[src/rtl/rstgen_pkg.sv]
package rstgen_pkg;

   typedef enum logic {
      WD_TO_NMI   = 1'b0,
      WD_TO_RESET = 1'b1
   } wd_route_e;

   // counter width able to hold the value n
   function automatic int cnt_w(input int n);
      return (n < 2) ? 1 : $clog2(n + 1);
   endfunction

endpackage

[src/rtl/rstgen_sync.sv]
module rstgen_sync #(
   parameter int STAGES = 2
) (
   input  logic clk,
   input  logic din,
   output logic dout
);
   if (STAGES < 2) begin : g_bad_stages
      $error("rstgen_sync: STAGES must be at least 2");
   end

   logic chain [STAGES];

   always_ff @(posedge clk) chain[0] <= din;

   for (genvar gi = 1; gi < STAGES; gi++) begin : g_stage
      always_ff @(posedge clk) chain[gi] <= chain[gi-1];
   end

   assign dout = chain[STAGES-1];
endmodule

[src/rtl/rstgen_lowfilt.sv]
module rstgen_lowfilt
   import rstgen_pkg::*;
#(
   parameter int LOW_SAMPLES = 3
) (
   input  logic clk,
   input  logic pin_s,
   output logic pin_req
);
   if (LOW_SAMPLES < 1) begin : g_bad_low
      $error("rstgen_lowfilt: LOW_SAMPLES must be at least 1");
   end

   localparam int            W   = cnt_w(LOW_SAMPLES);
   localparam logic [W-1:0]  LIM = W'(LOW_SAMPLES);

   logic [W-1:0] run_q;

   // one high sample clears the run, lows saturate at the limit
   always_ff @(posedge clk) begin
      if (pin_s)
         run_q <= '0;
      else if (run_q != LIM)
         run_q <= run_q + W'(1);
   end

   assign pin_req = (run_q == LIM);
endmodule

[src/rtl/rstgen_hold.sv]
module rstgen_hold
   import rstgen_pkg::*;
#(
   parameter int STAB_CYCLES = 1024
) (
   input  logic clk,
   input  logic pin_s,
   input  logic pin_req,
   input  logic wd_req,
   output logic in_reset
);
   if (STAB_CYCLES < 1) begin : g_bad_stab
      $error("rstgen_hold: STAB_CYCLES must be at least 1");
   end

   localparam int           W    = cnt_w(STAB_CYCLES);
   localparam logic [W-1:0] LAST = W'(STAB_CYCLES - 1);

   logic [W-1:0] wait_q;
   logic         hold_q;

   always_ff @(posedge clk) begin
      if (pin_req || wd_req) begin
         hold_q <= 1'b1;
         wait_q <= '0;
      end else if (hold_q) begin
         if (!pin_s)
            wait_q <= '0;
         else if (wait_q == LAST) begin
            hold_q <= 1'b0;
            wait_q <= '0;
         end else
            wait_q <= wait_q + W'(1);
      end
   end

   assign in_reset = hold_q;

   // the hold only releases after a high pin sample
   assert_release_pin_high_R4: assert property (@(posedge clk)
      $fell(hold_q) |-> $past(pin_s));
endmodule

[src/rtl/rstgen_wdroute.sv]
module rstgen_wdroute
   import rstgen_pkg::*;
(
   input  logic clk,
   input  logic in_reset,
   input  logic pin_req,
   input  logic wd_to,
   input  logic cfg_wr,
   input  logic cfg_route_rst,
   output logic wd_req,
   output logic route_rst,
   output logic nmi_q
);
   wd_route_e route_q;
   logic      wd_prev_q;
   logic      rise;

   always_ff @(posedge clk) begin
      wd_prev_q <= wd_to;
      if (in_reset)
         route_q <= WD_TO_NMI;
      else if (cfg_wr)
         route_q <= wd_route_e'(cfg_route_rst);
   end

   assign rise      = wd_to & ~wd_prev_q;
   assign route_rst = (route_q == WD_TO_RESET);
   assign wd_req    = rise && route_rst && !in_reset;

   always_ff @(posedge clk)
      nmi_q <= rise && !route_rst && !in_reset && !pin_req;

   // a request is never two cycles long
   assert_nmi_single_R8: assert property (@(posedge clk) disable iff (in_reset)
      nmi_q |=> !nmi_q);
endmodule

[src/rtl/rstgen_top.sv]
module rstgen_top #(
   parameter int SYNC_STAGES = 2,
   parameter int LOW_SAMPLES = 3,
   parameter int STAB_CYCLES = 1024
) (
   input  logic clk,
   input  logic ext_rst_n,
   input  logic wdt_timeout,
   input  logic cfg_wr,
   input  logic cfg_route_rst,
   output logic int_rst_n,
   output logic nmi_req
);
   logic pin_s;
   logic pin_req;
   logic wd_req;
   logic in_reset;
   logic route_rst;
   logic wd_prev;

   rstgen_sync #(.STAGES(SYNC_STAGES)) u_sync (
      .clk  (clk),
      .din  (ext_rst_n),
      .dout (pin_s)
   );

   rstgen_lowfilt #(.LOW_SAMPLES(LOW_SAMPLES)) u_filt (
      .clk     (clk),
      .pin_s   (pin_s),
      .pin_req (pin_req)
   );

   rstgen_hold #(.STAB_CYCLES(STAB_CYCLES)) u_hold (
      .clk      (clk),
      .pin_s    (pin_s),
      .pin_req  (pin_req),
      .wd_req   (wd_req),
      .in_reset (in_reset)
   );

   rstgen_wdroute u_route (
      .clk           (clk),
      .in_reset      (in_reset),
      .pin_req       (pin_req),
      .wd_to         (wdt_timeout),
      .cfg_wr        (cfg_wr),
      .cfg_route_rst (cfg_route_rst),
      .wd_req        (wd_req),
      .route_rst     (route_rst),
      .nmi_q         (nmi_req)
   );

   assign int_rst_n = ~in_reset;

   always_ff @(posedge clk) wd_prev <= wdt_timeout;

   // a filtered pin request puts the chip in reset on the next edge
   assert_pin_req_resets_R2: assert property (@(posedge clk) disable iff (!int_rst_n)
      pin_req |=> !int_rst_n);

   // a timeout routed to reset pulls the reset low
   assert_wdt_reset_R6: assert property (@(posedge clk) disable iff (!int_rst_n)
      (wdt_timeout && !wd_prev && route_rst) |=> !int_rst_n);

   // a timeout routed to NMI raises the request
   assert_wdt_nmi_R7: assert property (@(posedge clk) disable iff (!int_rst_n)
      (wdt_timeout && !wd_prev && !route_rst && !pin_req) |=> nmi_req);

   // no request while the chip is in reset
   assert_no_nmi_in_reset_R10: assert property (@(posedge clk) disable iff (1'b0)
      !int_rst_n |-> !nmi_req);
endmodule

[config.mk]
export PLATFORM = sky130hd
export DESIGN_NAME = rstgen_top
export DESIGN_NICKNAME = d
export VERILOG_FILES = /design/src/rtl/rstgen_pkg.sv /design/src/rtl/rstgen_sync.sv /design/src/rtl/rstgen_lowfilt.sv /design/src/rtl/rstgen_hold.sv /design/src/rtl/rstgen_wdroute.sv /design/src/rtl/rstgen_top.sv
export SDC_FILE = /design/constraint.sdc
export NUM_CORES = 1
export LEC_CHECK = 0
export ABC_AREA = 1
export BUFFER_PORTS_ARGS = -buffer_cell sky130_fd_sc_hd__buf_2
export CAP_MARGIN = 20
export CORE_UTILIZATION = 54
export CTS_BUF_LIST = sky130_fd_sc_hd__clkbuf_8
export DETAILED_ROUTE_END_ITERATION = 12
export GPL_TIMING_DRIVEN = 0
export PLACE_DENSITY = 0.86
export SLEW_MARGIN = 10
export SYNTH_ARGS = -nofsm -noshare
export SYNTH_HDL_FRONTEND = slang
export SYNTH_SLANG_ARGS = --single-unit
[constraint.sdc]
create_clock -name clk -period 1.3 [get_ports clk]
set_input_delay 0.26 -clock clk [delete_from_list [all_inputs] [get_ports clk]]
set_output_delay 0.26 -clock clk [all_outputs]
set_load 0.02 [all_outputs]
==> impl_metrics.yaml <==
routing:
  first_pass_iters: 4
  drt_iter0_markers: 7
  drc_errors: 0
  via_count: 666
  drt_wl_total_um: 1410
  routedWlPerCell_um: 11.0
  antenna_left: 0
  via_per_inst: 5.20
setup_path:
  rrSetupSlack_ps: 50
  cp_cell_sequence: "inv_4, buf_8, buf_4"
  worst-setup-path-type: "reg -> out"
  required_ps: 1040
  cp.arrival_ps: 990
  worstReg2RegEnd: "u_hold.wait_q[7]$_SDFFE_PP0P_"
  crit_family: "flip-flops"
  r2r.worst_path.cells: 7
  worst-path-buf-inv: 3
  r2r_start: "u_hold.wait_q[0]$_SDFFE_PP0P_"
  crit_path_top_delay_cell: "dfxtp_4"
  critPathMaxFanout: 10
  cp_slowest_stage_delay_ps: 390
  start_kind: "register"
  endpoint_kind: "output port"
die:
  rows: 13
  die-area_um2: 1720
  boundaryPins: 7
  core_area_um2: 1370
  die_x_um: 41.5
  initial_utilization_pct: 61.5
  dieHeight_um: 41.5
finish:
  multiInputGateArea_um2: 428
  area_growth_syn_to_layout_pct: 19.5
  final_cell_mix: "dfxtp_1, nand2_1, inv_1, nor2_1, a21oi_1"
  mostFrequentLayoutCell: "dfxtp_1"
  regArea_um2: 388
  nFillCells: 104
  utilization_pct: 73.5
  drive_gt1_share_pct: 32.7
  antenna_cells: 0
  nets: 121
hold_path:
  whs_endpoint: "u_sync.chain[0][0]$_DFF_P_"
  hold_start: "ext_rst_n"
  hp-class: "in -> reg"
  whs_path_depth: 1
grt:
  grt_pass1_wl_um: 2480
  grt.total_usage_pct: 18.3
  overflow: 0
  antenna_found_initial: 0
  grt_max_degree: 13
  grt_pass1_vias: 596
cts:
  cts_max_level: 1
  cts_buffers: 3
  clk_latency_ps: 250
  clk_pin_slew_worst_paths_ps: 70
  cts_tree: "done"
  ctsLongestPathBuffers: 2
  cts_sinks: 19
  cts_root_buf: "clkbuf_8"
synthesis:
  synth_edf_count: 0
  yosysUniqueCellTypes: 29
  synth-seq-area-share_pct: 45.2
  synth_area_um2: 841
  syn_inst: 100
  yosys_warnings: 0
  synth_seq_cells: 19
  synth_nets: 107
  async_reset_ff_share_pct: 0
  synthFlopType: "dfxtp_1"
  syn_area_per_cell_um2: 8.41
pwr:
  cellLeakagePower_nw: 0.408
  p_seq_share_pct: 52.7
  clock_power_share_pct: 30.5
  internal-power_mw: 0.988
  ir_worst_vdd_uv: 1040
  pwr-share-comb_pct: 16.9
  power.total_mw: 1.34
  p_sw_share_pct: 26.4
  p_switching_mw: 0.354
  power_density_nw_per_um2: 1340
timing:
  relSlewSlack_pct: 80.1
  setup_violations: 0
  max_freq_ghz: 0.800
  finalCritPeriodShare_pct: 96.2
  rsz0062_at_grt: "yes"
  finClkSkew_ps: 2.94
  hold_viol: 0
  maxSlewViolCount: 0
  min_period_ps: 1250
  worst_slew_pin_slew_ps: 297
placement:
  dp_hpwl_um: 1050
  port_buffers: 6
  gp_congestion: 0.853
flow_run:
  drv_cap: 0
status:
  status: "complete, no violations"
repair_timing:
item,4_1_cts,5_1_grt
pin swaps,2,4
gates resized for setup,9,6
buffers inserted,1,2
hold buffers,0,0
setup endpoints to repair,11,7
hold endpoints to repair,0,0
cell families after synthesis:
family                     Yosys count  share of synthesized area, %
AOI/OAI and AO/OA                   14                          9.67
xor gates and xnor gates             3                          3.13
adders and majority gates            2                          2.98
buffers and inverters               14                          7.14
DFF                                 19                          45.2
and+or+nand+nor                     48                          31.8
synth_stat cells, types with 2 or more instances:
cell type	number	share of area [%]
inv_1	10	4.5
nand3_1	4	2.4
nor3_1	6	3.6
nand4_1	2	1.5
o21ai_0	2	1.2
nor2_2	2	1.5
nor2_4	2	2.7
nand2_1	13	5.8
xor2_1	2	2.1
a21oi_1	7	4.2
nand2_2	3	2.2
inv_2	2	0.89
nor3_2	2	2.4
dfxtp_1	19	45
ha_1	2	3.0
nor2_1	9	4.0
cell type report:
type | instances | area share (%)
Buffer | 1 | 1.49
Sequential cell | 19 | 38.6
Multi-Input combinational cell | 67 | 42.6
Clock buffer | 3 | 4.11
Tap cell | 15 | 1.87
Timing Repair Buffer | 9 | 5.48
Inverter | 13 | 5.11
Clock inverter | 1 | 0.747
how the worst max path moves through the flow:
stage	slack [ps]	start	end	cells after the start
3_5_place_dp	-120	u_hold.wait_q[0]$_SDFFE_PP0P_	u_hold.wait_q[4]$_SDFFE_PP0P_	6
4_1_cts	0.2	u_hold.wait_q[1]$_SDFFE_PP0P_	u_hold.wait_q[4]$_SDFFE_PP0P_	6
5_1_grt	-30	u_hold.wait_q[0]$_SDFFE_PP0P_	u_hold.wait_q[5]$_SDFFE_PP0P_	6
2_1_floorplan	50	u_hold.wait_q[0]$_SDFFE_PP0P_	u_hold.wait_q[0]$_SDFFE_PP0P_	7
3_3_place_gp	-70	u_hold.wait_q[0]$_SDFFE_PP0P_	u_hold.wait_q[4]$_SDFFE_PP0P_	6
6_report	50	u_hold.in_reset$_SDFF_PP1_	int_rst_n	3
per-stage QoR:
step	worst slack, ps	cells	hold WS, ps	setup TNS (ps)	area, um^2
5_1_grt	-27.7	128	97.0	-63.0	1000
6_report	49.4	128	103	0	1000
3_5_place_dp	-123	121	319	-592	890
2_1_floorplan	50.2	100	288	0	841
3_3_place_gp	-67.3	121	311	-296	890
4_1_cts	0.192	126	100	0	977
routing by layer:
metal	up-vias	GRT usage, %	wire, um
met4	0	5.81	12
met5	-	0	0
met2	8	29.1	666
met3	2	3.91	39
li1	359	-	-
met1	297	24.7	695
power groups by stage:
| stage | clock network, mW | logic, mW | registers, mW |
|---|---|---|---|
| global placement | 0 | 0.152 | 0.699 |
| finish | 0.409 | 0.226 | 0.707 |
| floorplan | 0 | 0.131 | 0.692 |
| global route | 0.443 | 0.260 | 0.715 |
| CTS | 0.417 | 0.228 | 0.707 |
| detailed placement | 0 | 0.166 | 0.702 |
worst reg2reg max path, delay by kind of cell (launching register included):
kind                   cells  cell delay (ps)
AOI/OAI and AO/OA          1              130
buffers and inverters      2              180
DFF                        1              360
and+or+nand+nor            4              520
state kept, by name (all words and copies together), names as in the netlist:
| name | count |
|---|---|
| u_sync.chain | 2 |
| u_hold.in_reset | 1 |
| u_route.nmi_q | 1 |
| u_filt.run_q | 2 |
| u_hold.wait_q | 11 |
| u_route.route_rst | 1 |
| u_route.wd_prev_q | 1 |
(Power assumes the default switching activity.)
